**config.mk**
```make
export PLATFORM = sky130hd
export DESIGN_NAME = mcc_host_regs
export DESIGN_NICKNAME = d
export VERILOG_FILES = /design/src/rtl/mcc_regs_pkg.sv /design/src/rtl/mcc_ctrl_reg.sv /design/src/rtl/mcc_evt_flags.sv /design/src/rtl/mcc_rd_mux.sv /design/src/rtl/mcc_host_regs.sv
export SDC_FILE = /design/constraint.sdc
export NUM_CORES = 1
export LEC_CHECK = 0
export BUFFER_PORTS_ARGS = -buffer_cell sky130_fd_sc_hd__buf_2
export CELL_PAD_IN_SITES_DETAIL_PLACEMENT = 1
export CELL_PAD_IN_SITES_GLOBAL_PLACEMENT = 1
export CORE_UTILIZATION = 26
export CTS_CLUSTER_DIAMETER = 30
export CTS_CLUSTER_SIZE = 24
export DETAILED_ROUTE_END_ITERATION = 6
export HOLD_SLACK_MARGIN = 0.08
export PLACE_DENSITY = 0.85
export SETUP_SLACK_MARGIN = 0.4
export SYNTH_ARGS = -nofsm -noshare
export SYNTH_HDL_FRONTEND = slang
export SYNTH_SLANG_ARGS = --single-unit
export TNS_END_PERCENT = 1
```
**constraint.sdc**
```tcl
create_clock -name clk -period 1.45 [get_ports clk]
set_input_delay 0.3625 -clock clk [delete_from_list [all_inputs] [get_ports clk]]
set_output_delay 0.3625 -clock clk [all_outputs]
set_load 0.1 [all_outputs]
```
**src/rtl/mcc_regs_pkg.sv**
```systemverilog
package mcc_regs_pkg;
  // control word bit positions
  localparam int CB_UEN     = 7;
  localparam int CB_AUX     = 8;
  localparam int CB_DIV2    = 9;
  localparam int CB_ROT_IE  = 10;
  localparam int CB_CONV_IE = 11;
  localparam int CB_FWD     = 14;
  // status word bit positions
  localparam int SB_CONV    = 4;
  localparam int SB_ROT     = 5;
  localparam int SB_GLOBAL  = 15;
  // event sources: index 0 conversion, index 1 rotation
  localparam int NSRC       = 2;
  localparam int SRC_CONV   = 0;
  localparam int SRC_ROT    = 1;
  // address map
  localparam logic [3:0] A_ROT_BASE = 4'h0;
  localparam logic [3:0] A_ADC_BASE = 4'h5;
  localparam logic [3:0] A_CTRL     = 4'hD;
  localparam logic [3:0] A_STAT     = 4'hE;
  localparam logic [3:0] A_SRST     = 4'hF;
endpackage

```
**src/rtl/mcc_ctrl_reg.sv**
```systemverilog
module mcc_ctrl_reg
  import mcc_regs_pkg::*;
#(
  parameter int HOST_W = 16,
  parameter int DATA_W = 12
) (
  input  logic              clk,
  input  logic              rst,
  input  logic              soft_clr,
  input  logic              wr_sel,
  input  logic [HOST_W-1:0] wdata,
  output logic [HOST_W-1:0] ctrl_q,
  output logic              clk_en_q
);
  localparam int PAD_W = HOST_W - DATA_W;

  logic [DATA_W-1:0] ctrl_hi;

  always_ff @(posedge clk) begin
    if (rst || soft_clr) begin
      ctrl_hi <= '0;
    end else if (wr_sel) begin
      ctrl_hi <= wdata[HOST_W-1:PAD_W];
    end
  end

  assign ctrl_q = {ctrl_hi, {PAD_W{1'b0}}};

  // divide-by-two enable: free-running when the mode bit is clear
  always_ff @(posedge clk) begin
    if (rst || soft_clr) begin
      clk_en_q <= 1'b1;
    end else if (ctrl_q[CB_DIV2]) begin
      clk_en_q <= ~clk_en_q;
    end else begin
      clk_en_q <= 1'b1;
    end
  end
endmodule

```
**src/rtl/mcc_evt_flags.sv**
```systemverilog
module mcc_evt_flags #(
  parameter int NS = 2
) (
  input  logic          clk,
  input  logic          rst,
  input  logic          soft_clr,
  input  logic          rd_clr,
  input  logic [NS-1:0] evt,
  input  logic [NS-1:0] en,
  output logic [NS-1:0] flags_q,
  output logic          pend,
  output logic          irq_n_q
);
  for (genvar g = 0; g < NS; g++) begin : g_src
    always_ff @(posedge clk) begin
      if (rst || soft_clr) begin
        flags_q[g] <= 1'b0;
      end else if (rd_clr) begin
        flags_q[g] <= evt[g];
      end else begin
        flags_q[g] <= flags_q[g] | evt[g];
      end
    end
  end

  assign pend = |(flags_q & en);

  always_ff @(posedge clk) begin
    if (rst || soft_clr) begin
      irq_n_q <= 1'b1;
    end else begin
      irq_n_q <= ~pend;
    end
  end
endmodule

```
**src/rtl/mcc_rd_mux.sv**
```systemverilog
module mcc_rd_mux
  import mcc_regs_pkg::*;
#(
  parameter int HOST_W = 16,
  parameter int DATA_W = 12,
  parameter int NRES   = 4,
  parameter int AW     = 4
) (
  input  logic                   clk,
  input  logic                   rst,
  input  logic                   rd_en,
  input  logic [AW-1:0]          addr,
  input  logic [NRES*DATA_W-1:0] rot_res,
  input  logic [NRES*DATA_W-1:0] adc_res,
  input  logic [HOST_W-1:0]      ctrl,
  input  logic [HOST_W-1:0]      status,
  output logic [HOST_W-1:0]      rdata_q
);
  localparam int PAD_W = HOST_W - DATA_W;

  logic [HOST_W-1:0] rd_val;

  always_comb begin
    rd_val = '0;
    for (int i = 0; i < NRES; i++) begin
      if (addr == AW'(int'(A_ROT_BASE) + i)) begin
        rd_val = {rot_res[i*DATA_W +: DATA_W], {PAD_W{1'b0}}};
      end
      if (addr == AW'(int'(A_ADC_BASE) + i)) begin
        rd_val = {adc_res[i*DATA_W +: DATA_W], {PAD_W{1'b0}}};
      end
    end
    if (addr == AW'(A_CTRL)) rd_val = ctrl;
    if (addr == AW'(A_STAT)) rd_val = status;
  end

  always_ff @(posedge clk) begin
    if (rst) begin
      rdata_q <= '0;
    end else if (rd_en) begin
      rdata_q <= rd_val;
    end
  end
endmodule

```
**src/rtl/mcc_host_regs.sv**
```systemverilog
module mcc_host_regs
  import mcc_regs_pkg::*;
#(
  parameter int HOST_W = 16,
  parameter int DATA_W = 12,
  parameter int NRES   = 4,
  parameter int AW     = 4
) (
  input  logic                   clk,
  input  logic                   rst,
  input  logic [AW-1:0]          addr,
  input  logic                   rd_en,
  input  logic                   wr_en,
  input  logic [HOST_W-1:0]      wdata,
  output logic [HOST_W-1:0]      rdata,
  input  logic [NRES*DATA_W-1:0] rot_res,
  input  logic [NRES*DATA_W-1:0] adc_res,
  input  logic                   conv_evt,
  input  logic                   rot_evt,
  output logic                   irq_n,
  output logic                   chip_rst,
  output logic                   clk_en,
  output logic                   u_en,
  output logic                   aux_en,
  output logic                   div2_en,
  output logic                   fwd_mode
);
  logic              ctrl_hit, srst_hit, stat_rd;
  logic [HOST_W-1:0] ctrl_w, status_w;
  logic [NSRC-1:0]   evt_w, en_w, flags_w;
  logic              pend_w;

  assign ctrl_hit = wr_en && (addr == AW'(A_CTRL));
  assign srst_hit = wr_en && (addr == AW'(A_SRST));
  assign stat_rd  = rd_en && (addr == AW'(A_STAT));

  mcc_ctrl_reg #(.HOST_W(HOST_W), .DATA_W(DATA_W)) u_ctrl (
    .clk      (clk),
    .rst      (rst),
    .soft_clr (srst_hit),
    .wr_sel   (ctrl_hit),
    .wdata    (wdata),
    .ctrl_q   (ctrl_w),
    .clk_en_q (clk_en)
  );

  assign evt_w[SRC_CONV] = conv_evt;
  assign evt_w[SRC_ROT]  = rot_evt;
  assign en_w[SRC_CONV]  = ctrl_w[CB_CONV_IE];
  assign en_w[SRC_ROT]   = ctrl_w[CB_ROT_IE];

  mcc_evt_flags #(.NS(NSRC)) u_flags (
    .clk      (clk),
    .rst      (rst),
    .soft_clr (srst_hit),
    .rd_clr   (stat_rd),
    .evt      (evt_w),
    .en       (en_w),
    .flags_q  (flags_w),
    .pend     (pend_w),
    .irq_n_q  (irq_n)
  );

  always_comb begin
    status_w            = '0;
    status_w[SB_CONV]   = flags_w[SRC_CONV];
    status_w[SB_ROT]    = flags_w[SRC_ROT];
    status_w[SB_GLOBAL] = pend_w;
  end

  mcc_rd_mux #(.HOST_W(HOST_W), .DATA_W(DATA_W), .NRES(NRES), .AW(AW)) u_rd (
    .clk     (clk),
    .rst     (rst),
    .rd_en   (rd_en),
    .addr    (addr),
    .rot_res (rot_res),
    .adc_res (adc_res),
    .ctrl    (ctrl_w),
    .status  (status_w),
    .rdata_q (rdata)
  );

  always_ff @(posedge clk) begin
    if (rst) chip_rst <= 1'b0;
    else     chip_rst <= srst_hit;
  end

  assign u_en     = ctrl_w[CB_UEN];
  assign aux_en   = ctrl_w[CB_AUX];
  assign div2_en  = ctrl_w[CB_DIV2];
  assign fwd_mode = ctrl_w[CB_FWD];
endmodule

```
==> Word-level counts from Yosys, hierarchy flattened <==
Cells that the tools add are included.
{ "word_totals": {"input_bits": 122, "out_inout_bits": 23, "regBits": 33, "wordCells": 42} }
{ "op_classes": {"bitwise_logic": 6, "n_reduce_logical": 7, "eq_ne": 10, "muxes": 12} }
{ "op_table": {"columns": ["operator", "count"], "rows": [
  ["$mux W16", 10],
  ["$eq A4 B4 Y1 const B", 4],
  ["$eq A4 B3 Y1 const B", 3],
  ["$eq A4 B2 Y1 const B", 2],
  ["$eq A4 B1 Y1 const B", 1],
  ["$logic_not A4 Y1", 1],
  ["$reduce_or A2 Y1", 2],
  ["$logic_and A1 B1 Y1", 3],
  ["$not A1 Y1", 3],
  ["$and A2 B2 Y2", 1],
  ["$mux W1", 2],
  ["$or A1 B1 Y1", 2],
  ["$logic_or A1 B1 Y1", 1]
]} }

==> Logic depth before layout (Yosys ltp) <==
Gate-level depths: netlist (run 1).
{ "logic_depth": {"depth_word": 11, "mapped_depth": 8, "mapped_depth_nobuf": 5} }

==> Modules after synthesis <==
Synthesis (run 1) repeated with hierarchy kept, for this count alone.
{ "hier_totals": {"hier_cells": 283, "area_unflattened_um2": 2457.4} }
{ "by_module_without_submodules": {"columns": ["mod", "seq_area_each_um2", "area_each_um2", "instances", "cells_per_inst"], "rows": [
  ["mcc_rd_mux", 320.3, 1773.0, 1, 216],
  ["mcc_ctrl_reg", 260.2, 501.7, 1, 47],
  ["mcc_evt_flags", 60.1, 106.4, 1, 10],
  ["mcc_host_regs", 20.0, 76.3, 1, 10]
]} }

==> Worst setup path after synthesis (run 1) <==
No wires, ideal clock.
{ "synth_path": {"kind": "input -> register", "start": "in addr[1]", "end": "reg u_rd.rdata_q[12]", "t_required_ps": 1330, "path_slack_ps": -118, "stages": 7, "setup_ps": 120, "n_path_buf": 2, "arrival_ps": 1448, "path_cell_list": "buf_6 > nor2b_4 > and2_4 > buf_6 > a221o_1 > a221oi_2 > o21ai_1"} }
{ "synth_via": {"elab_chain_cells": 11, "elab_cells_between_ends": 20, "cone_classes": "9 x eq/ne; 10 x mux; 1 x reduce/logical"} }
{ "synth_lines": {"columns": ["item", "line_no", "source"], "rows": [
  ["start, declared", "mcc_host_regs.sv:11", "input logic [AW-1:0] addr,"],
  ["$logic_not A4 Y1", "mcc_rd_mux.sv:26", "if (addr == AW'(int'(A_ROT_BASE) + i)) begin"],
  ["$mux W16", "mcc_rd_mux.sv:26", null],
  ["$mux W16", "mcc_rd_mux.sv:29", "if (addr == AW'(int'(A_ADC_BASE) + i)) begin"],
  ["$mux W16", "mcc_rd_mux.sv:26", null],
  ["$mux W16", "mcc_rd_mux.sv:29", null],
  ["$mux W16", "mcc_rd_mux.sv:26", null],
  ["$mux W16", "mcc_rd_mux.sv:29", null],
  ["$mux W16", "mcc_rd_mux.sv:26", null],
  ["$mux W16", "mcc_rd_mux.sv:29", null],
  ["$mux W16", "mcc_rd_mux.sv:33", "if (addr == AW'(A_CTRL)) rd_val = ctrl;"],
  ["$mux W16 (*)", "mcc_rd_mux.sv:34", "if (addr == AW'(A_STAT)) rd_val = status;"],
  ["end signal, assigned", "mcc_rd_mux.sv:41", "rdata_q <= rd_val;"],
  ["end, declared", "mcc_rd_mux.sv:17", "output logic [HOST_W-1:0] rdata_q"]
]} }
Every way passes the cells marked *; elsewhere a longest branch is shown, timed or not.
A chain may end at the register's enable or synchronous reset.

==> Final worst setup path (run 1) <==
{ "layout_path": {"start": "in addr[1]", "end": "reg u_rd.rdata_q[6]"} }
Same word-level chain as after synthesis.

==> results of run 1 <==
-- per-stage QoR --
step                setup WS (ps)  hold slack [ps]  TNS [ps]  area (um2)  total power (uW)
floorplan                  -109.0            433.2     -1182        2251              1386
global placement           -439.9            430.7     -9102        3458              1755
detailed placement         -487.5            436.1    -11160        3458              1776
CTS                         123.1            286.1         0        3588              2445
global route                88.90            305.0         0        3623              2558
finish                      130.1            289.3         0        3623              2431
-- metal layers --
| layer | vias up | wire length, um | track usage |
|---|---|---|---|
| li1 | 1374 | - | - |
| met1 | 1285 | 3600 | 0.2430 |
| met2 | 120 | 4724 | 0.3885 |
| met3 | 18 | 605 | 0.04831 |
| met4 | 0 | 237 | 0.07828 |
| met5 | - | 0 | 0 |
-- registers in the layout, summed over array words and instances (netlist names) --
register,flops
chip_rst,1
u_ctrl.clk_en_q,1
u_ctrl.ctrl_hi,12
u_flags.flags_q,2
u_flags.irq_n_q,1
u_rd.rdata_q,12
-- report_power, final --
part / switching, uW / internal (uW) / leakage (uW)
clock network: 314 / 332 / 0.0000450
registers: 31.6 / 825 / 0.000236
logic: 517 / 412 / 0.00133
total: 862 / 1570 / 0.00161
-- synth_stat cells, types with 2 or more instances --
cell       count  share of area
mux2i_1       17          0.076
o21ai_1        6          0.013
a211oi_1       4          0.013
dfxtp_1       29           0.26
o21ai_0       11          0.025
nor2b_1        3         0.0084
a21oi_1       30          0.067
nor3_2         3          0.013
a31oi_1        3         0.0084
a221o_1        7          0.031
nand2b_1      11          0.031
clkbuf_1       5         0.0084
buf_6          4          0.020
nand2_1       35          0.059
mux2_1         2          0.010
nor4_1         6          0.017
inv_1          2         0.0034
a221oi_2       7          0.047
nand3_1       14          0.031
o2bb2ai_1      8          0.031
a22oi_1        2         0.0067
nor3_1         2         0.0045
buf_2         10          0.022
buf_4          9          0.030
nor2_1        23          0.039
o22ai_1        2         0.0056
and2_1         2         0.0056
-- tightest hold or removal path, stage by stage --
cell	delay, ps
buf_2	80
a21oi_1	30
nor2_1	60
-- what timing repair did --
item,4_1_cts,5_1_grt
gates resized for setup,15,9
setup endpoints to repair,48,47
hold buffers,0,0
pin swaps,0,3
buffers inserted,0,0
-- cell families after synthesis --
group                  after synthesis  share of synthesized area
multiplexers                        21                     0.1013
AND/OR/NAND/NOR                    107                     0.2412
AO/OA/AOI/OAI                       95                     0.3117
buffers and inverters               30                    0.08450
other                                1                   0.001677
flip-flops                          29                     0.2597
-- area by class of cell --
| type | count | area (um2) |
|---|---|---|
| clock inverter | 2 | 10.01 |
| sequential | 29 | 581.8 |
| multi-input combinational | 227 | 1523 |
| fill | 1052 | 4634 |
| clock buffer | 6 | 72.57 |
| inverter | 2 | 7.507 |
| timing repair buffer | 180 | 1297 |
| tap | 105 | 131.4 |
-- how the worst min path moves through the flow --
stage	start	to	slack [ps]	cells after the start
after floorplan	u_ctrl.ctrl_hi[1]$_SDFFE_PP0P_	u_ctrl.ctrl_hi[1]$_SDFFE_PP0P_	430	2
after CTS	rot_evt	u_flags.flags_q[1]$_SDFF_PP0_	290	3
after global placement	u_ctrl.clk_en_q$_SDFF_PP1_	u_ctrl.clk_en_q$_SDFF_PP1_	430	1
after detailed placement	u_ctrl.clk_en_q$_SDFF_PP1_	u_ctrl.clk_en_q$_SDFF_PP1_	440	1
final	rot_evt	u_flags.flags_q[1]$_SDFF_PP0_	290	3
after global routing	rot_evt	u_flags.flags_q[1]$_SDFF_PP0_	300	3
==> results.ini, run 1 <==
[cts]
h-tree-depth = 2
clk_latency_ps = 280
clock_sinks = 29
cts_tree = done
clk_path_buf_depth = 2
path_clk_slew_ps = 60
cts_buffers = 5
cts_root_buf = clkbuf_8

[placement]
dp.cells = 543
place_hpwl_mm = 7.632
finalWeightedCongestion = 0.8900
io_buffers = 136

[route]
antenna_left = 0
wirelength_mm = 9.169
vias = 2797
drc = 0
routedWlPerCell_um = 16.64
viasPerCell = 5.076
dr.pass1.iters = 4
drtIter0Drc = 121

[critical_path]
crit_end = u_rd.rdata_q[6]$_SDFFE_PP0P_
crit_arrival_ps = 1480
cp_top_family = compound AO/OA/AOI/OAI gates
cpPeakStageDelay_ps = 320
startpoint = addr[1]
cp-end-kind = flop
rr_startpoint = u_flags.flags_q[0]$_SDFF_PP0_
worst-path-max-fanout = 7
crit_type = input pin to flop
crit_cells = 6
r2r-end = u_rd.rdata_q[4]$_SDFFE_PP0P_
critPathBufInv = 1
path_cells = clkbuf_4 -> nor2b_4 -> and2_4 -> a221o_1 -> a221oi_2 -> o21ai_1
critPathLaunchType = input pin
r2r_slack_ps = 380
rr_worst_depth = 3
cpMaxStageDelayCell = a221o_1
cp.required_ps = 1610

[global_routing]
grt_start_max_net_pins = 24
antenna_found_initial = 0
grt_pass1_wl_mm = 14.67
grt_pass1_vias = 2991
overflow = 0
grtUsageTotal = 0.2143

[logic_synthesis]
ys_types = 53
synthFlopType = dfxtp_1
synth_cells = 283
netlist_area_um2 = 2236
avgSynthCellArea_um2 = 7.901
synth-seq-cells = 29
synth-edff-count = 0
seq_area_frac_synth = 0.2597
synth_warnings = 0
async_flop_share = 0

[timing]
rsz0062_at_grt = yes
fin_crit_ps = 1320
period_share = 0.9103
clock_skew_ps = 1.530
hold_viol = 0
fmax_mhz = 757.6
setup_viol = 0
drv_slew = 0

[final_layout]
drive_above_1_share = 0.4843
mostFrequentLayoutCells = buf_2 (113), buf_4 (47), nand2_1 (33), a21oi_1 (30), dfxtp_1 (28)
nNetsFinal = 567
final_common_cell = buf_2
post-route-util = 0.4388
diodes = 0
syn_to_final_growth_pct = 62.06
layout.cells.non_filler = 551

[floorplanning]
fp.coreArea_um2 = 8258
fp.dieW_um = 94.74
die_h_um = 94.74
initial_core_util = 0.2708
ios = 145
rows = 33
die_area_um2 = 8975

[pwr]
p_leak_uw = 0.001610
irDropWorstVdd_mv = 0.3714
p_per_area_nw_per_um2 = 670.8

[status]
outcome = completed

[hold_path]
hold_path_class = input pin to flop

[flow_run]
drv_cap = 0

Power figures use the tool's default switching activity.
==> run 2: changes to the inputs <==
--- a/config.mk
+++ b/config.mk
@@ -5,15 +5,17 @@
 export SDC_FILE = /design/constraint.sdc
 export NUM_CORES = 1
 export LEC_CHECK = 0
+export ABC_AREA = 1
 export BUFFER_PORTS_ARGS = -buffer_cell sky130_fd_sc_hd__buf_2
 export CELL_PAD_IN_SITES_DETAIL_PLACEMENT = 1
 export CELL_PAD_IN_SITES_GLOBAL_PLACEMENT = 1
-export CORE_UTILIZATION = 26
+export CORE_UTILIZATION = 24
 export CTS_CLUSTER_DIAMETER = 30
 export CTS_CLUSTER_SIZE = 24
 export DETAILED_ROUTE_END_ITERATION = 6
 export HOLD_SLACK_MARGIN = 0.08
-export PLACE_DENSITY = 0.85
+export PLACE_DENSITY = 0.84
+export RECOVER_POWER = 25
 export SETUP_SLACK_MARGIN = 0.4
 export SYNTH_ARGS = -nofsm -noshare
 export SYNTH_HDL_FRONTEND = slang
==> run 2 against run 1 <==
Net effect: the flow now finishes with violations (design-rule violations); worst hold slack improved by 14 ps; first-iteration DRC count is 21% lower; via count rose by 7.2%; register-to-register slack better by 40 ps; sequential cell count stayed put; fmax fell by 1.1%; sequential power about the same; non-clock buffer count is 5 lower; critical endpoint is now u_ctrl.ctrl_hi[9]$_SDFFE_PP0P_; largest cell class unchanged; highest routed layer unchanged.
==> results.ini, run 2 <==
[cts]
path_clk_slew_ps = 70  ; was 60 ps
cts_buffers = 5  ; unchanged
clk_latency_ps = 280  ; about the same
cts_tree = done  ; unchanged
h-tree-depth = 2  ; unchanged
clock_sinks = 29  ; unchanged
hold_buffers = 0  ; unchanged
clk_path_buf_depth = 2  ; unchanged
cts_root_buf = clkbuf_8  ; unchanged

[logic_synthesis]
ys_types = 30  ; was 53
synth_top_cell_by_area = dfxtp_1  ; unchanged
avgSynthCellArea_um2 = 5.981  ; was 7.901 um2
synth_top_area_frac = 0.2602  ; was 0.2597
synth_common_cells = nand2_1 (115), inv_1 (44), nor2_1 (38), dfxtp_1 (29), nand3_1 (25)  ; was nand2_1 (35), a21oi_1 (30), dfxtp_1 (29), nor2_1 (23), mux2i_1 (17)
seq_area_frac_synth = 0.2602  ; was 0.2597
synth-seq-cells = 29  ; unchanged
synth-edff-count = 0  ; unchanged
async_flop_share = 0  ; unchanged
synthFlopType = dfxtp_1  ; unchanged
synth_area_leaders = dfxtp_1 (26%), nand2_1 (19%), inv_1 (7.4%), nor2_1 (6.4%), nand3_1 (5.6%)  ; was dfxtp_1 (26%), mux2i_1 (7.6%), a21oi_1 (6.7%), nand2_1 (5.9%), a221oi_2 (4.7%)
netlist_area_um2 = 2231  ; was 2236 um2
synth_warnings = 0  ; unchanged
yosysMostFrequentCell = nand2_1  ; unchanged
synth_cells = 373  ; was 283

[final_layout]
reg_top3 = u_ctrl.ctrl_hi: 12 flops, u_rd.rdata_q: 12 flops, u_flags.flags_q: 2 flops  ; unchanged
mostFrequentLayoutCells = nand2_1 (114), buf_2 (113), inv_1 (40), buf_4 (37), nor2_1 (35)  ; was buf_2 (113), buf_4 (47), nand2_1 (33), a21oi_1 (30), dfxtp_1 (28)
nNetsFinal = 664  ; was 567
drive_above_1_share = 0.4236  ; was 0.4843
finalInstanceArea_um2 = 3674  ; was 3623 um2
post-route-util = 0.4152  ; was 0.4388
final_common_cell = nand2_1  ; was buf_2
syn_to_final_growth_pct = 64.67  ; was 62.06%

[pwr]
irDropWorstVdd_mv = 0.3936  ; was 0.3714 mV
combPwrFrac = 0.339  ; was 0.382
p_leak_uw = 0.001910  ; was 0.001610 uW
p_per_area_nw_per_um2 = 708.0  ; was 670.8 nW/um2
switchingPower_uw = 869.6  ; was 861.9 uW
internal-power_uw = 1731  ; was 1569 uW
swShare = 0.3344  ; was 0.3546
p_seq_frac = 0.329  ; was 0.353
p_clk_frac = 0.333  ; was 0.266

[global_routing]
grt_pass1_wl_mm = 15.31  ; was 14.67 mm
overflow = 0  ; unchanged
antenna_found_initial = 1  ; was 0
grt_start_max_net_pins = 20  ; was 24
grtUsageTotal = 0.1985  ; was 0.2143
grt_pass1_vias = 3293  ; was 2,991

[hold_path]
hold_path_class = input pin to flop  ; unchanged

[status]
outcome = finished with violations  ; was completed
violations = design-rule violations

[critical_path]
cpMaxStageDelayCell = o21ai_0  ; was a221o_1
cpPeakStageDelay_ps = 230  ; was 320 ps
rr_worst_depth = 6  ; was 3
cp.required_ps = 1610  ; about the same
r2r_slack_ps = 420  ; was 380 ps
rr_startpoint = u_flags.flags_q[1]$_SDFF_PP0_  ; was u_flags.flags_q[0]$_SDFF_PP0_
path_cells = buf_6 -> clkbuf_1 -> nand2_4 -> nor2_1 -> inv_1 -> nor2_4 -> inv_2 -> o21ai_0 -> a21oi_1  ; was clkbuf_4 -> nor2b_4 -> and2_4 -> a221o_1 -> a221oi_2 -> o21ai_1
startpoint = addr[2]  ; was addr[1]
crit_arrival_ps = 1490  ; was 1480 ps
crit_type = input pin to flop  ; unchanged
r2r-end = u_rd.rdata_q[15]$_SDFFE_PP0P_  ; was u_rd.rdata_q[4]$_SDFFE_PP0P_
critPathLaunchType = input pin  ; unchanged
crit_end = u_ctrl.ctrl_hi[9]$_SDFFE_PP0P_  ; was u_rd.rdata_q[6]$_SDFFE_PP0P_
cp-end-kind = flop  ; unchanged
worst-path-max-fanout = 19  ; was 7

[timing]
setup_viol = 0  ; unchanged
rsz0062_at_grt = yes  ; unchanged
clock_skew_ps = 8.721  ; was 1.530 ps
drv_slew = 0  ; unchanged
hold_viol = 0  ; unchanged
period_share = 0.9201  ; was 0.9103
fin_crit_ps = 1334  ; was 1320 ps
fmax_mhz = 749.5  ; was 757.6 MHz

[placement]
dpl_cell_area_um2 = 3423  ; was 3458 um2
place_hpwl_mm = 7.682  ; was 7.632 mm
finalWeightedCongestion = 0.8971  ; was 0.8900
io_buffers = 136  ; unchanged

[route]
vias = 2998  ; was 2,797
viasPerCell = 4.598  ; was 5.076
wirelength_mm = 9.440  ; was 9.169 mm
dr.pass1.iters = 6  ; was 4
drc = 10  ; was 0
routedWlPerCell_um = 14.48  ; was 16.64 um
drtIter0Drc = 96  ; was 121
antenna_left = 0  ; unchanged

[floorplanning]
die_area_um2 = 9685  ; was 8975 um2
rows = 34  ; was 33
fp.coreArea_um2 = 8848  ; was 8258 um2
fp.dieW_um = 98.41  ; was 94.74 um
ios = 145  ; unchanged
die_h_um = 98.41  ; was 94.74 um
initial_core_util = 0.2521  ; was 0.2708

[flow_run]
drv_cap = 0  ; unchanged

==> run 2: cells by family after synthesis <==
family,count (synthesis),share of synthesized area
AND/OR/NAND/NOR,222,0.4537
buffers and inverters,67,0.1385
AO/OA/AOI/OAI,54,0.1458
flip-flops,29,0.2602
other,1,0.001681
==> run 2: power groups by stage <==
stage	Combinational (uW)	Clock (uW)	Sequential [uW]
final	881	865	855
after global routing	954	926	858
after CTS	872	886	858
after detailed placement	838	0	874
after global placement	820	0	873
after floorplan	310	0	1030
==> run 2: layer usage <==
metal,global-route usage,up-vias,part of all wire
li1,-,1516,-
met1,0.2448,1374,0.44
met2,0.3657,98,0.49
met3,0.02979,10,0.053
met4,0.04018,0,0.013
met5,0,-,0
==> run 2: worst min-delay path by stage <==
| stage | startpoint | to | slack (ps) | cells after the start |
|---|---|---|---|---|
| floorplan | rst | u_rd.rdata_q[15]$_SDFFE_PP0P_ | 420 | 1 |
| global placement | u_ctrl.ctrl_hi[5]$_SDFFE_PP0P_ | u_ctrl.clk_en_q$_SDFF_PP1_ | 430 | 1 |
| detailed placement | u_ctrl.ctrl_hi[5]$_SDFFE_PP0P_ | u_ctrl.clk_en_q$_SDFF_PP1_ | 440 | 1 |
| CTS | rot_evt | u_flags.flags_q[1]$_SDFF_PP0_ | 300 | 3 |
| global route | rot_evt | u_flags.flags_q[1]$_SDFF_PP0_ | 310 | 3 |
| finish | rot_evt | u_flags.flags_q[1]$_SDFF_PP0_ | 300 | 3 |
==> run 2: what timing repair did <==
action                     CTS  global route
cloned                       0             1
pin swaps                    5            13
setup endpoints to repair   47            47
resized for setup           27            18
setup buffers                3             3
==> run 2: metrics by stage <==
stage	total power, uW	worst slack (ps)	instances	hold slack, ps	TNS [ps]
2_1_floorplan	1342	131.0	376	424.2	0
3_3_place_gp	1693	-208.3	636	427.2	-2921
3_5_place_dp	1712	-280.0	636	441.0	-4217
4_1_cts	2616	141.1	647	299.8	0
5_1_grt	2738	-1.543	652	306.2	-1.543
6_report	2601	115.8	652	302.9	0
==> run 2: layout make-up <==
| type | count | area [um2] |
|---|---|---|
| Multi-Input combinational cell | 281 | 1431 |
| Clock inverter | 1 | 30.03 |
| Tap cell | 108 | 135.1 |
| Fill cell | 1205 | 5175 |
| Antenna cell | 1 | 2.502 |
| Timing Repair Buffer | 175 | 1199 |
| Sequential cell | 29 | 589.3 |
| Clock buffer | 7 | 86.33 |
| Inverter | 50 | 200.2 |
==> run 2: worst max-delay path: cells and delay by family <==
family,cells,cell delay (ps)
compound gates,2,310
buf+inv,4,470
simple gates,3,340
==> run 3: changes to the inputs <==
--- a/config.mk
+++ b/config.mk
@@ -14,6 +14,7 @@
 export CTS_CLUSTER_SIZE = 24
 export DETAILED_ROUTE_END_ITERATION = 6
 export HOLD_SLACK_MARGIN = 0.08
+export MAX_ROUTING_LAYER = met4
 export PLACE_DENSITY = 0.84
 export RECOVER_POWER = 25
 export SETUP_SLACK_MARGIN = 0.4
==> run 3 against run 2 <==
Net effect: the run still ends with design-rule violations left; first-iteration DRC count fell by 11%; global-route usage increased by 0.60 points; die area unchanged; critical path type unchanged; highest routed layer unchanged.
==> results.ini, run 3 (synthesis results as in run 2) <==
[cts]
hold_buffers = 0  ; unchanged
path_clk_slew_ps = 60  ; was 70 ps
clock_sinks = 29  ; unchanged
clk_latency_ps = 280  ; about the same
cts_buffers = 5  ; unchanged
cts_root_buf = clkbuf_8  ; unchanged
clk_path_buf_depth = 2  ; unchanged
cts_tree = done  ; unchanged
h-tree-depth = 2  ; unchanged

[placement]
finalWeightedCongestion = 0.9123  ; was 0.8971
place_worst_setup_slack_ps = -280.0  ; unchanged
io_buffers = 136  ; unchanged
place_hpwl_mm = 7.682  ; unchanged

[floorplanning]
ios = 145  ; unchanged
fp.dieW_um = 98.41  ; unchanged
fp.coreArea_um2 = 8848  ; unchanged
die_h_um = 98.41  ; unchanged
die_area_um2 = 9685  ; unchanged
initial_core_util = 0.2521  ; unchanged
rows = 34  ; unchanged

[timing]
fin_crit_ps = 1340  ; was 1334 ps
drv_slew = 0  ; unchanged
period_share = 0.9238  ; was 0.9201
final.setup.worst_slack_ps = 110.5  ; was 115.8 ps
rsz0062_at_grt = yes  ; unchanged
fin_setup_tns_ps = 0  ; unchanged
hold_viol = 0  ; unchanged
clock_skew_ps = 8.231  ; was 8.721 ps
fmax_mhz = 746.5  ; was 749.5 MHz
setup_viol = 0  ; unchanged

[critical_path]
r2r_slack_ps = 420  ; about the same
startpoint = addr[2]  ; unchanged
critPathBufInv = 5  ; was 4
crit_end = u_ctrl.ctrl_hi[6]$_SDFFE_PP0P_  ; was u_ctrl.ctrl_hi[9]$_SDFFE_PP0P_
cp_top_family = buffers and inverters  ; unchanged
cpMaxStageDelayCell = buf_4  ; was o21ai_0
cp.required_ps = 1650  ; was 1610 ps
cp-end-kind = flop  ; unchanged
r2r-end = u_rd.rdata_q[15]$_SDFFE_PP0P_  ; unchanged
cpPeakStageDelay_ps = 200  ; was 230 ps
path_cells = buf_4 -> buf_4 -> nand2_4 -> nor2_1 -> buf_4 -> a21oi_1 -> buf_4 -> inv_1 -> a211oi_2  ; was buf_6 -> clkbuf_1 -> nand2_4 -> nor2_1 -> inv_1 -> nor2_4 -> inv_2 -> o21ai_0 -> a21oi_1
crit_type = input pin to flop  ; unchanged
crit_cells = 9  ; unchanged
worst-path-max-fanout = 14  ; was 19
rr_startpoint = u_flags.flags_q[1]$_SDFF_PP0_  ; unchanged
crit_arrival_ps = 1540  ; was 1490 ps
crit_path_frequent_cell = buf_4
critPathLaunchType = input pin  ; unchanged
rr_worst_depth = 6  ; unchanged

[pwr]
irDropWorstVdd_mv = 0.3930  ; was 0.3936 mV
p_per_area_nw_per_um2 = 710.7  ; was 708.0 nW/um2
p_leak_uw = 0.001905  ; was 0.001910 uW

[route]
dr.pass1.iters = 6  ; unchanged
viasPerCell = 4.608  ; was 4.598
routedWlPerCell_um = 14.69  ; was 14.48 um
wirelength_mm = 9.562  ; was 9.440 mm
antenna_left = 0  ; unchanged
vias = 3000  ; was 2,998
drtIter0Drc = 85  ; was 96
drc = 10  ; unchanged

[global_routing]
grtUsageTotal = 0.2046  ; was 0.1985
antenna_found_initial = 1  ; unchanged
grt_pass1_wl_mm = 15.30  ; was 15.31 mm
overflow = 0  ; unchanged
grt_pass1_vias = 3293  ; unchanged
grt_start_max_net_pins = 20  ; unchanged

[final_layout]
post-route-util = 0.4137  ; was 0.4152
nNetsFinal = 663  ; was 664
syn_to_final_growth_pct = 64.11  ; was 64.67%
drive_above_1_share = 0.4262  ; was 0.4236
reg_top3 = u_ctrl.ctrl_hi: 12 flops, u_rd.rdata_q: 12 flops, u_flags.flags_q: 2 flops  ; unchanged
final_common_cell = nand2_1  ; unchanged
n_fill_cell = 1195  ; was 1,205
mostFrequentLayoutCells = nand2_1 (114), buf_2 (113), inv_1 (40), buf_4 (36), nor2_1 (35)  ; was nand2_1 (114), buf_2 (113), inv_1 (40), buf_4 (37), nor2_1 (35)

[status]
violations = design-rule violations  ; unchanged
outcome = finished with violations  ; unchanged

[flow_run]
drv_cap = 0  ; unchanged

[hold_path]
worstHoldStart = rot_evt  ; unchanged
hold_depth = 3  ; unchanged
hold_path_class = input pin to flop  ; unchanged

-- run 3: cell types whose count changed in the layout (fill, tap and decap cells not counted), sizes merged --
cell	before	now
buf	169	167
clkbuf	13	14
-- run 3: what timing repair did --
| item | in CTS | in global routing |
|---|---|---|
| setup endpoints to repair | 47 | 47 |
| setup buffers | 3 | 2 |
| hold endpoints to repair | 0 | 0 |
| resized for setup | 27 | 19 |
| pin swaps | 5 | 11 |
| cloned | 0 | 1 |
-- run 3: report_power, final --
part | switching [uW] | leakage [uW] | internal, uW
clock network | 309 | 0.0000585 | 560
logic | 543 | 0.00161 | 336
registers | 23.2 | 0.000239 | 831
total | 875 | 0.00190 | 1730
-- run 3: layer usage --
| layer | up-vias | track usage | part of all wire |
|---|---|---|---|
| met5 | - | - | 0 |
| li1 | 1514 | - | - |
| met4 | 0 | 0.04018 | 0.014 |
| met3 | 16 | 0.02837 | 0.053 |
| met1 | 1368 | 0.2443 | 0.44 |
| met2 | 102 | 0.3673 | 0.50 |
-- run 3: area by class of cell --
class                      instances  area (um2)  share of cell area
sequential                        29       589.3              0.1610
clock buffer                       7       86.33             0.02358
antenna                            1       2.502           0.0006835
clock inverter                     1       30.03            0.008202
multi-input combinational        281        1435              0.3920
timing repair buffer             174        1182              0.3230
tap                              108       135.1             0.03691
inverter                          50       200.2             0.05468
-- run 3: how the worst min path moves through the flow --
stage	slack (ps)	endpoint
6_report	300	u_flags.flags_q[1]$_SDFF_PP0_
5_1_grt	310	u_flags.flags_q[1]$_SDFF_PP0_
4_1_cts	300	u_flags.flags_q[1]$_SDFF_PP0_
3_5_place_dp	440	u_ctrl.clk_en_q$_SDFF_PP1_
3_3_place_gp	430	u_ctrl.clk_en_q$_SDFF_PP1_
2_1_floorplan	420	u_rd.rdata_q[15]$_SDFFE_PP0P_
-- run 3: stage by stage --
stage	area [um2]	power, uW	hold slack (ps)	cells
after global placement	3423	1693	427.2	636
after floorplan	2285	1342	424.2	376
final	3661	2602	300.2	651
after CTS	3656	2616	299.8	647
after global routing	3661	2734	306.2	651
after detailed placement	3423	1712	441.0	636
-- run 3: worst reg2reg max path, delay by kind of cell (launching register included) --
family	cells	cell delay (ps)
DFF	1	340
AOI/OAI and AO/OA	2	330
and+or+nand+nor	2	170
buffers and inverters	2	90
